[config.mk]
export PLATFORM = sky130hd
export DESIGN_NAME = bcpwm_timer
export DESIGN_NICKNAME = d
export VERILOG_FILES = /design/src/rtl/bcpwm_pkg.sv /design/src/rtl/bcpwm_regs.sv /design/src/rtl/bcpwm_counter.sv /design/src/rtl/bcpwm_outgen.sv /design/src/rtl/bcpwm_timer.sv
export SDC_FILE = /design/constraint.sdc
export NUM_CORES = 1
export LEC_CHECK = 0
export CAP_MARGIN = 5
export CORE_ASPECT_RATIO = 1.4
export CORE_MARGIN = 8
export CORE_UTILIZATION = 45
export DETAILED_ROUTE_END_ITERATION = 10
export GPL_ROUTABILITY_DRIVEN = 0
export GPL_TIMING_DRIVEN = 0
export PLACE_DENSITY = 0.65
export SYNTH_ARGS = -nofsm -noshare
export SYNTH_HDL_FRONTEND = slang
export SYNTH_SLANG_ARGS = --single-unit
[constraint.sdc]
create_clock -name clk -period 4.6 [get_ports clk]
set_input_delay 0.92 -clock clk [delete_from_list [all_inputs] [get_ports clk]]
set_output_delay 0.92 -clock clk [all_outputs]
set_load 0.02 [all_outputs]
[src/rtl/bcpwm_pkg.sv]
package bcpwm_pkg;

    typedef enum logic {
        ST_IDLE = 1'b0,
        ST_RUN  = 1'b1
    } run_st_e;

    // counter events of one clock cycle
    typedef struct packed {
        logic step;   // counter moves this cycle
        logic start;  // wrap from rest value
        logic clear;  // period-match restart
    } cnt_evt_t;

    function automatic logic is_match(input logic [31:0] a, input logic [31:0] b);
        return a == b;
    endfunction

endpackage

[src/rtl/bcpwm_regs.sv]
module bcpwm_regs #(
    parameter int W = 16
) (
    input  logic         clk,
    input  logic         rst,
    input  logic         load,
    input  logic         per_wr,
    input  logic [W-1:0] per_wdata,
    input  logic         duty_wr,
    input  logic [W-1:0] duty_wdata,
    output logic [W-1:0] per_buf,
    output logic [W-1:0] duty_buf
);
    localparam logic [W-1:0] ONES = '1;

    logic [W-1:0] per_hold;
    logic [W-1:0] duty_hold;

    always_ff @(posedge clk) begin
        if (rst) begin
            per_hold  <= ONES;
            duty_hold <= '0;
            per_buf   <= ONES;
            duty_buf  <= '0;
        end else begin
            if (per_wr)  per_hold  <= per_wdata;
            if (duty_wr) duty_hold <= duty_wdata;
            if (load) begin
                per_buf  <= per_hold;
                duty_buf <= duty_hold;
            end
        end
    end


    buf_hold_chk: assert property (@(posedge clk) disable iff (rst)
        !load |=> ($stable(per_buf) && $stable(duty_buf)));

endmodule

[src/rtl/bcpwm_counter.sv]
module bcpwm_counter
    import bcpwm_pkg::*;
#(
    parameter int W = 16
) (
    input  logic         clk,
    input  logic         rst,
    input  logic         run_en,
    input  logic         tick,
    input  logic [W-1:0] per_buf,
    output logic [W-1:0] cnt,
    output logic         running,
    output cnt_evt_t     evt
);
    localparam logic [W-1:0] ONES = '1;

    run_st_e st;

    always_comb begin
        evt.step  = run_en && tick;
        evt.start = evt.step && (st == ST_IDLE);
        evt.clear = evt.step && (st == ST_RUN) && is_match(32'(cnt), 32'(per_buf));
    end

    assign running = (st == ST_RUN);

    always_ff @(posedge clk) begin
        if (rst || !run_en) begin
            cnt <= ONES;
            st  <= ST_IDLE;
        end else if (evt.step) begin
            if (evt.start) begin
                cnt <= '0;
                st  <= ST_RUN;
            end else if (evt.clear) begin
                cnt <= '0;
            end else begin
                cnt <= cnt + 1'b1;
            end
        end
    end


    cnt_hold_chk: assert property (@(posedge clk) disable iff (rst)
        (run_en && !tick) |=> $stable(cnt));


    cnt_range_chk: assert property (@(posedge clk) disable iff (rst)
        running |-> (cnt <= per_buf));


    idle_rest_chk: assert property (@(posedge clk) disable iff (rst)
        !run_en |=> (cnt == ONES && !running));

endmodule

[src/rtl/bcpwm_outgen.sv]
module bcpwm_outgen
    import bcpwm_pkg::*;
#(
    parameter int W = 16
) (
    input  logic         clk,
    input  logic         rst,
    input  logic         run_en,
    input  logic [W-1:0] cnt,
    input  logic         running,
    input  logic [W-1:0] duty_buf,
    input  cnt_evt_t     evt,
    output logic         pwm_out,
    output logic         tog_out,
    output logic         per_irq,
    output logic         duty_irq
);
    logic step_d;

    always_ff @(posedge clk) begin
        if (rst) begin
            tog_out <= 1'b0;
            per_irq <= 1'b0;
            step_d  <= 1'b0;
        end else begin
            per_irq <= evt.clear;
            step_d  <= evt.step;
            if (!run_en)        tog_out <= 1'b0;
            else if (evt.clear) tog_out <= ~tog_out;
        end
    end

    assign pwm_out  = running && (cnt < duty_buf);
    assign duty_irq = step_d && running && is_match(32'(cnt), 32'(duty_buf));


    duty_irq_level_chk: assert property (@(posedge clk) disable iff (rst)
        duty_irq |-> !pwm_out);


    per_irq_zero_chk: assert property (@(posedge clk) disable iff (rst)
        per_irq |-> (running && cnt == '0));


    idle_out_chk: assert property (@(posedge clk) disable iff (rst)
        !run_en |=> (!pwm_out && !tog_out));

endmodule

[src/rtl/bcpwm_timer.sv]
module bcpwm_timer
    import bcpwm_pkg::*;
#(
    parameter int CNT_W = 16
) (
    input  logic             clk,
    input  logic             rst,
    input  logic             run_en,
    input  logic             tick,
    input  logic             per_wr,
    input  logic [CNT_W-1:0] per_wdata,
    input  logic             duty_wr,
    input  logic [CNT_W-1:0] duty_wdata,
    output logic             pwm_out,
    output logic             tog_out,
    output logic             per_irq,
    output logic             duty_irq
);
    logic [CNT_W-1:0] per_buf;
    logic [CNT_W-1:0] duty_buf;
    logic [CNT_W-1:0] cnt;
    logic             running;
    cnt_evt_t         evt;
    logic             load;

    assign load = !run_en || evt.clear;

    bcpwm_regs #(.W(CNT_W)) u_regs (
        .clk(clk), .rst(rst), .load(load),
        .per_wr(per_wr), .per_wdata(per_wdata),
        .duty_wr(duty_wr), .duty_wdata(duty_wdata),
        .per_buf(per_buf), .duty_buf(duty_buf)
    );

    bcpwm_counter #(.W(CNT_W)) u_cnt (
        .clk(clk), .rst(rst), .run_en(run_en), .tick(tick),
        .per_buf(per_buf), .cnt(cnt), .running(running), .evt(evt)
    );

    bcpwm_outgen #(.W(CNT_W)) u_out (
        .clk(clk), .rst(rst), .run_en(run_en), .cnt(cnt),
        .running(running), .duty_buf(duty_buf), .evt(evt),
        .pwm_out(pwm_out), .tog_out(tog_out),
        .per_irq(per_irq), .duty_irq(duty_irq)
    );


    start_no_irq_chk: assert property (@(posedge clk) disable iff (rst)
        evt.start |=> !per_irq);

endmodule

==> impl_metrics.ini, run 1 <==
[hold_path]
hp-class = flip-flop to flip-flop
hold_depth = 2
min_from = u_regs.duty_hold[5]
holdPathEnd = u_regs.duty_hold[5]

[detailed_routing]
via_per_inst = 5.55
detail_route.first_pass.iterations = 5
vias = 4076
ant_nets = 0
drt-initial-drc-count = 320
totalWireLength_um = 11800
wl_per_cell_um = 16.1
drc = 0

[yosys]
avgSynthCellArea_um2 = 8.30
ys_seq_area_share_pct = 37.2
syn_nets = 599
syn-cell-area_um2 = 4520
ys_warn_count = 0
synth.distinct_cells = 33
synth_cells = 544
synth_seq_cells = 84

[grt]
grt_pass1_wl_um = 19900
grt_max_degree = 16
grt-ovfl-total = 0
grt_util_all_layers_pct = 18.4
grt_antenna_before_repair = 0
grt_pass1_vias = 4100

[final_layout]
multiInputGateArea_um2 = 2510
area_growth_pct = 20.0
final.fill_count = 938
n_antenna_cell = 0
final_area_um2 = 5420
final_nets = 650
seq_area_um2 = 1680
final_core_util_pct = 55.0
stdcell_count = 735
drive_above_1_share_pct = 7.67

[cts]
post_cts_buffers = 0
cts_root_buf = clkbuf_16
cts_sinks = 84
cts.path.max_buffers = 2
cts_resized = 0
clk_pin_slew_ps = 60
cts_tree = built
h-tree-depth = 3
numCtsBuffers = 9
ctsHoldBuffers = 0
clk_latency_ps = 350

[setup_path]
r2r_slack_ps = 2550
slowest_delay_ps = 680
worst_r2r_endpoint = u_cnt.cnt[14]
worst_ep_required_time_ps = 3680
endpoint_kind = primary output
cp.arrival_ps = 2660
r2r_cells = 7
crit_buf_inv = 1
crit_path_start_kind = flip-flop
crit_type = flip-flop to primary output
path_delay_family = buffers and inverters
crit_chain = ha_1 > a21o_1 > a21o_1 > a21oi_1 > nor4_1 > nor4_1 > clkdlybuf4s50_1
r2r_start = u_cnt.cnt[7]
startpoint = u_cnt.cnt[5]
cp_max_fo = 5
slowest_stage = clkdlybuf4s50_1

[sta]
whs_ps = 518
slew_headroom_pct = 61.3
grt_setup_unrepaired = no
clock_skew_ps = 9.16
setup_viol_count_final = 0
hold_viol = 0
finalWorstSetupSlack_ps = 1020
max_slew.worst_pin.slew_ps = 580
finalSetupTns_ps = 0
max_freq_ghz = 0.279
finalCriticalPeriod_ps = 3580
slew_viol_final = 0
fin_crit_sh_pct = 77.8

[die]
die_w_um = 101
fp.dieH_um = 135
boundaryPins = 42
die-area_um2 = 13500
initial_utilization_pct = 45.9
core_um2 = 9850
rows = 43

[power]
p_leak_nw = 2.06
ir_drop_v = 0.000221
p_per_area_nw_per_um2 = 349
power_mw = 1.89

[status]
outcome = finished clean

[run]
cap_viol_max_count = 0

[place]
numPlacedInstances = 719
pre_cts_ws_ps = 1400
dp_hpwl_um = 8800
dpl_cell_area_um2 = 5080
io_buffers = 40
==> synth_stat cells (all sizes together) <==
| library cell | instances | share of area (%) |
|---|---|---|
| or4 | 1 | 0.17 |
| o221ai | 30 | 5.8 |
| xnor2 | 14 | 2.7 |
| nand3b | 1 | 0.17 |
| ha | 17 | 4.7 |
| and4 | 2 | 0.39 |
| inv | 31 | 2.6 |
| mux2i | 16 | 3.5 |
| a211oi | 16 | 4.4 |
| nand2b | 2 | 0.28 |
| nor2 | 86 | 7.1 |
| o21bai | 1 | 0.17 |
| a211o | 16 | 3.1 |
| and3 | 3 | 0.42 |
| o21a | 1 | 0.17 |
| o21ai | 4 | 0.44 |
| dfxtp | 84 | 37 |
| buf | 19 | 2.5 |
| xor2 | 16 | 3.1 |
| nor4 | 6 | 0.83 |
| nand2 | 25 | 2.1 |
| or3 | 1 | 0.14 |
| nand3 | 27 | 3.0 |
| nand4 | 6 | 0.83 |
| a21oi | 23 | 2.5 |
| nor2b | 34 | 4.7 |
| and2 | 1 | 0.14 |
| nor3 | 18 | 2.0 |
| a31oi | 16 | 2.2 |
| clkbuf | 25 | 2.1 |
| a21o | 2 | 0.33 |
==> routing by layer <==
metal  global-route usage (%)  vias to the layer above  routed length, um
li1                         -                     2016                  -
met1                     20.0                     1912               4780
met2                     33.3                      119               6230
met3                     2.94                       29                465
met4                     8.86                        0                356
met5                        0                        -                  0
==> registers in the layout, summed over array words and instances (netlist names) <==
name              cells
u_cnt.cnt            16
u_regs.duty_buf      16
u_regs.duty_hold     16
u_regs.per_buf       16
u_regs.per_hold      16
u_cnt.running         1
u_out.per_irq         1
u_out.step_d          1
u_out.tog_out         1
==> report_power, final <==
group	internal (mW)	leakage [nW]	switching (mW)
clock network	0.495	0.160	0.311
logic	0.131	1.21	0.139
registers	0.772	0.693	0.0448
total	1.40	2.06	0.495
==> worst max-delay path by stage <==
stage | endpoint | cells after the start | slack [ps]
final | pwm_out | 7 | 1020
after detailed placement | pwm_out | 8 | 1400
after global routing | pwm_out | 8 | 860
after floorplan | pwm_out | 7 | 1820
after CTS | pwm_out | 8 | 1020
after global placement | duty_irq | 6 | 1410
==> kinds of logic (layout without fill, tap and decap cells) <==
| logic type | count (synthesis) | count (layout) | share of synthesized area [%] |
|---|---|---|---|
| fa+ha+maj | 17 | 17 | 4.71 |
| simple gates | 213 | 213 | 22.3 |
| buf+inv | 75 | 131 | 7.18 |
| compound gates | 109 | 109 | 19.2 |
| flops | 84 | 84 | 37.2 |
| mux | 16 | 16 | 3.55 |
| xor+xnor | 30 | 30 | 5.82 |
==> layout make-up <==
class                      count  share of cell area, %
sequential                    84                   31.0
tap                          135                   3.12
timing repair buffer          40                   7.39
multi-input combinational    385                   46.3
buffer                        44                   3.83
clock buffer                  10                   4.41
clock inverter                 6                   1.73
inverter                      31                   2.15
==> worst register-to-register path, stage by stage (launching register included) <==
cell and delay [ps]:
dfxtp_1 340, buf_6 140, xor2_1 140, nor4_1 290
nand4_1 280, nand2_1 270, buf_2 280, o221ai_1 160
==> layout by cell type (no fill, tap or decap) <==
master,n
and2_1,1
buf_1,5
o21ai_0,4
a21oi_1,23
nand2b_1,2
nand2_1,25
and4_1,2
mux2i_1,16
nor2b_1,34
inv_1,31
xnor2_1,14
or4_1,1
nor3_1,18
o221ai_1,30
buf_6,4
clkinvlp_4,1
clkinv_4,1
clkbuf_16,9
a21o_1,2
ha_1,17
nor2_1,86
and3_1,3
nand4_1,6
clkbuf_1,25
o21a_1,1
xor2_1,16
o21bai_1,1
nand3b_1,1
clkdlybuf4s50_1,40
a31oi_1,16
dfxtp_1,84
buf_2,10
inv_6,2
nor4_1,6
clkbuf_8,1
a211oi_2,16
bufinv_16,2
a211o_1,16
or3_1,1
nand3_1,27
Note: power is estimated with default switching activity, not from simulation.
==> inputs of run 2 (changes only) <==
==> constraint.sdc (replaced) <==
create_clock -name clk -period 3.46 [get_ports clk]
set_input_delay 0.692 -clock clk [delete_from_list [all_inputs] [get_ports clk]]
set_output_delay 0.692 -clock clk [all_outputs]
set_load 0.02 [all_outputs]
==> run 2 against run 1 <==
  * Die area stayed put
  * Count of clock-buffer cells in the layout stayed put
  * Clock power is 33% higher
  * Setup slack worse by 500 ps
  * Via count hardly changed
  * Sequential share of layout area hardly changed
  * Critical path type unchanged
  * Largest cell class unchanged
==> impl_metrics.ini, run 2 (synthesis gave the netlist of run 1 again) <==
[power]
p_leak_nw = 2.10
ir_drop_v = 0.000294
p_per_area_nw_per_um2 = 464

[die]
boundaryPins = 42
initial_utilization_pct = 45.9
die-area_um2 = 13500
fp.dieH_um = 135
core_um2 = 9850
rows = 43
die_w_um = 101

[sta]
max_freq_ghz = 0.340
fin_crit_sh_pct = 85.0
setup_viol_count_final = 0
slew_headroom_pct = 61.3
finalWorstSetupSlack_ps = 520
finalCriticalPeriod_ps = 2940
finalSetupTns_ps = 0
hold_viol = 0
clock_skew_ps = 9.17
max_slew.worst_pin.slew_ps = 581
slew_viol_final = 0
grt_setup_unrepaired = no

[detailed_routing]
wl_per_cell_um = 16.1
ant_nets = 0
totalWireLength_um = 11800
drc = 0
dr.max_layer_used = met4
vias = 4080
drt-initial-drc-count = 320
via_per_inst = 5.55
met2_length_um = 6220
detail_route.first_pass.iterations = 5
dr_wl_met3_um = 471
wl_met1_um = 4760

[grt]
grt_pass1_wl_um = 19900
grt-ovfl-total = 0
grt_util_all_layers_pct = 18.4
grt_antenna_before_repair = 0
grt_pass1_vias = 4100
grt_max_degree = 16

[status]
outcome = finished clean

[final_layout]
final_common_cell = nor2_1
n_antenna_cell = 0
area_growth_pct = 20.1
drive_above_1_share_pct = 7.67
final_nets = 650
final.fill_count = 939
final_area_um2 = 5420
final_core_util_pct = 55.1
final_cell_mix = 86 x nor2_1, 84 x dfxtp_1, 38 x clkdlybuf4s50_1, 34 x nor2b_1, 31 x inv_1

[place]
dpl_cell_area_um2 = 5080
io_buffers = 40
dp_hpwl_um = 8800
pre_cts_ws_ps = 487

[cts]
clk_latency_ps = 350
cts_root_buf = clkbuf_16
cts_sinks = 84
clk_pin_slew_ps = 60
cts.path.max_buffers = 2
h-tree-depth = 3
numCtsBuffers = 9
ctsHoldBuffers = 0
cts_tree = built

[setup_path]
crit_path_start_kind = flip-flop
cp_max_fo = 5
crit_type = flip-flop to primary output
cp.arrival_ps = 2250
endpoint_kind = primary output
worst_ep_required_time_ps = 2770

[hold_path]
hp-class = flip-flop to flip-flop

[run]
cap_viol_max_count = 0
==> run 2: per-stage QoR <==
step           cells  hold WS (ps)  power, mW
3_5_place_dp     719           502       1.46
6_report         735           518       2.52
5_1_grt          735           550       2.62
3_3_place_gp     719           499       1.45
2_1_floorplan    544           475       1.34
4_1_cts          735           522       2.53
==> run 2: where the power goes <==
group	internal, mW	switching [mW]
Sequential	1.03	0.0596
Combinational	0.175	0.184
Clock	0.658	0.414
Total	1.86	0.658
==> run 2: repair_timing <==
item / 4_1_cts / 5_1_grt
buffers inserted: 0 / 0
resized for setup: 0 / 2
endpoints found under the setup margin: 0 / 2
==> run 2: worst paths after layout <==
path | start | endpoint | slack [ps] | cells after the start
hold reg to reg | u_regs.duty_hold[5] | u_regs.duty_hold[5] | 520 | 2
hold / removal | u_regs.duty_hold[5] | u_regs.duty_hold[5] | 520 | 2
setup reg to reg | u_cnt.cnt[7] | u_cnt.cnt[14] | 1410 | 7
setup / recovery | u_cnt.cnt[5] | pwm_out | 520 | 7
==> run 2: critical path, cell delays in order (launching register included) <==
cell	delay [ps]
dfxtp_1	480
ha_1	310
a21o_1	160
a21o_1	160
a21oi_1	130
nor4_1	60
nor4_1	330
dlymetal6s2s_1	280
==> run 2: metal layers <==
layer / GRT usage (%) / vias to the layer above
li1: - / 2016
met1: 20.0 / 1912
met2: 33.3 / 120
met3: 2.94 / 32
met4: 8.86 / 0
met5: 0 / -
==> run 2: cell type report <==
cell class / instances / area [um^2] / area share, %
Tap cell: 135 / 169 / 3.11
Inverter: 31 / 116 / 2.15
Timing Repair Buffer: 40 / 405 / 7.48
Multi-Input combinational cell: 385 / 2510 / 46.3
Clock inverter: 6 / 93.8 / 1.73
Buffer: 44 / 208 / 3.83
Clock buffer: 10 / 239 / 4.41
Sequential cell: 84 / 1680 / 31.0
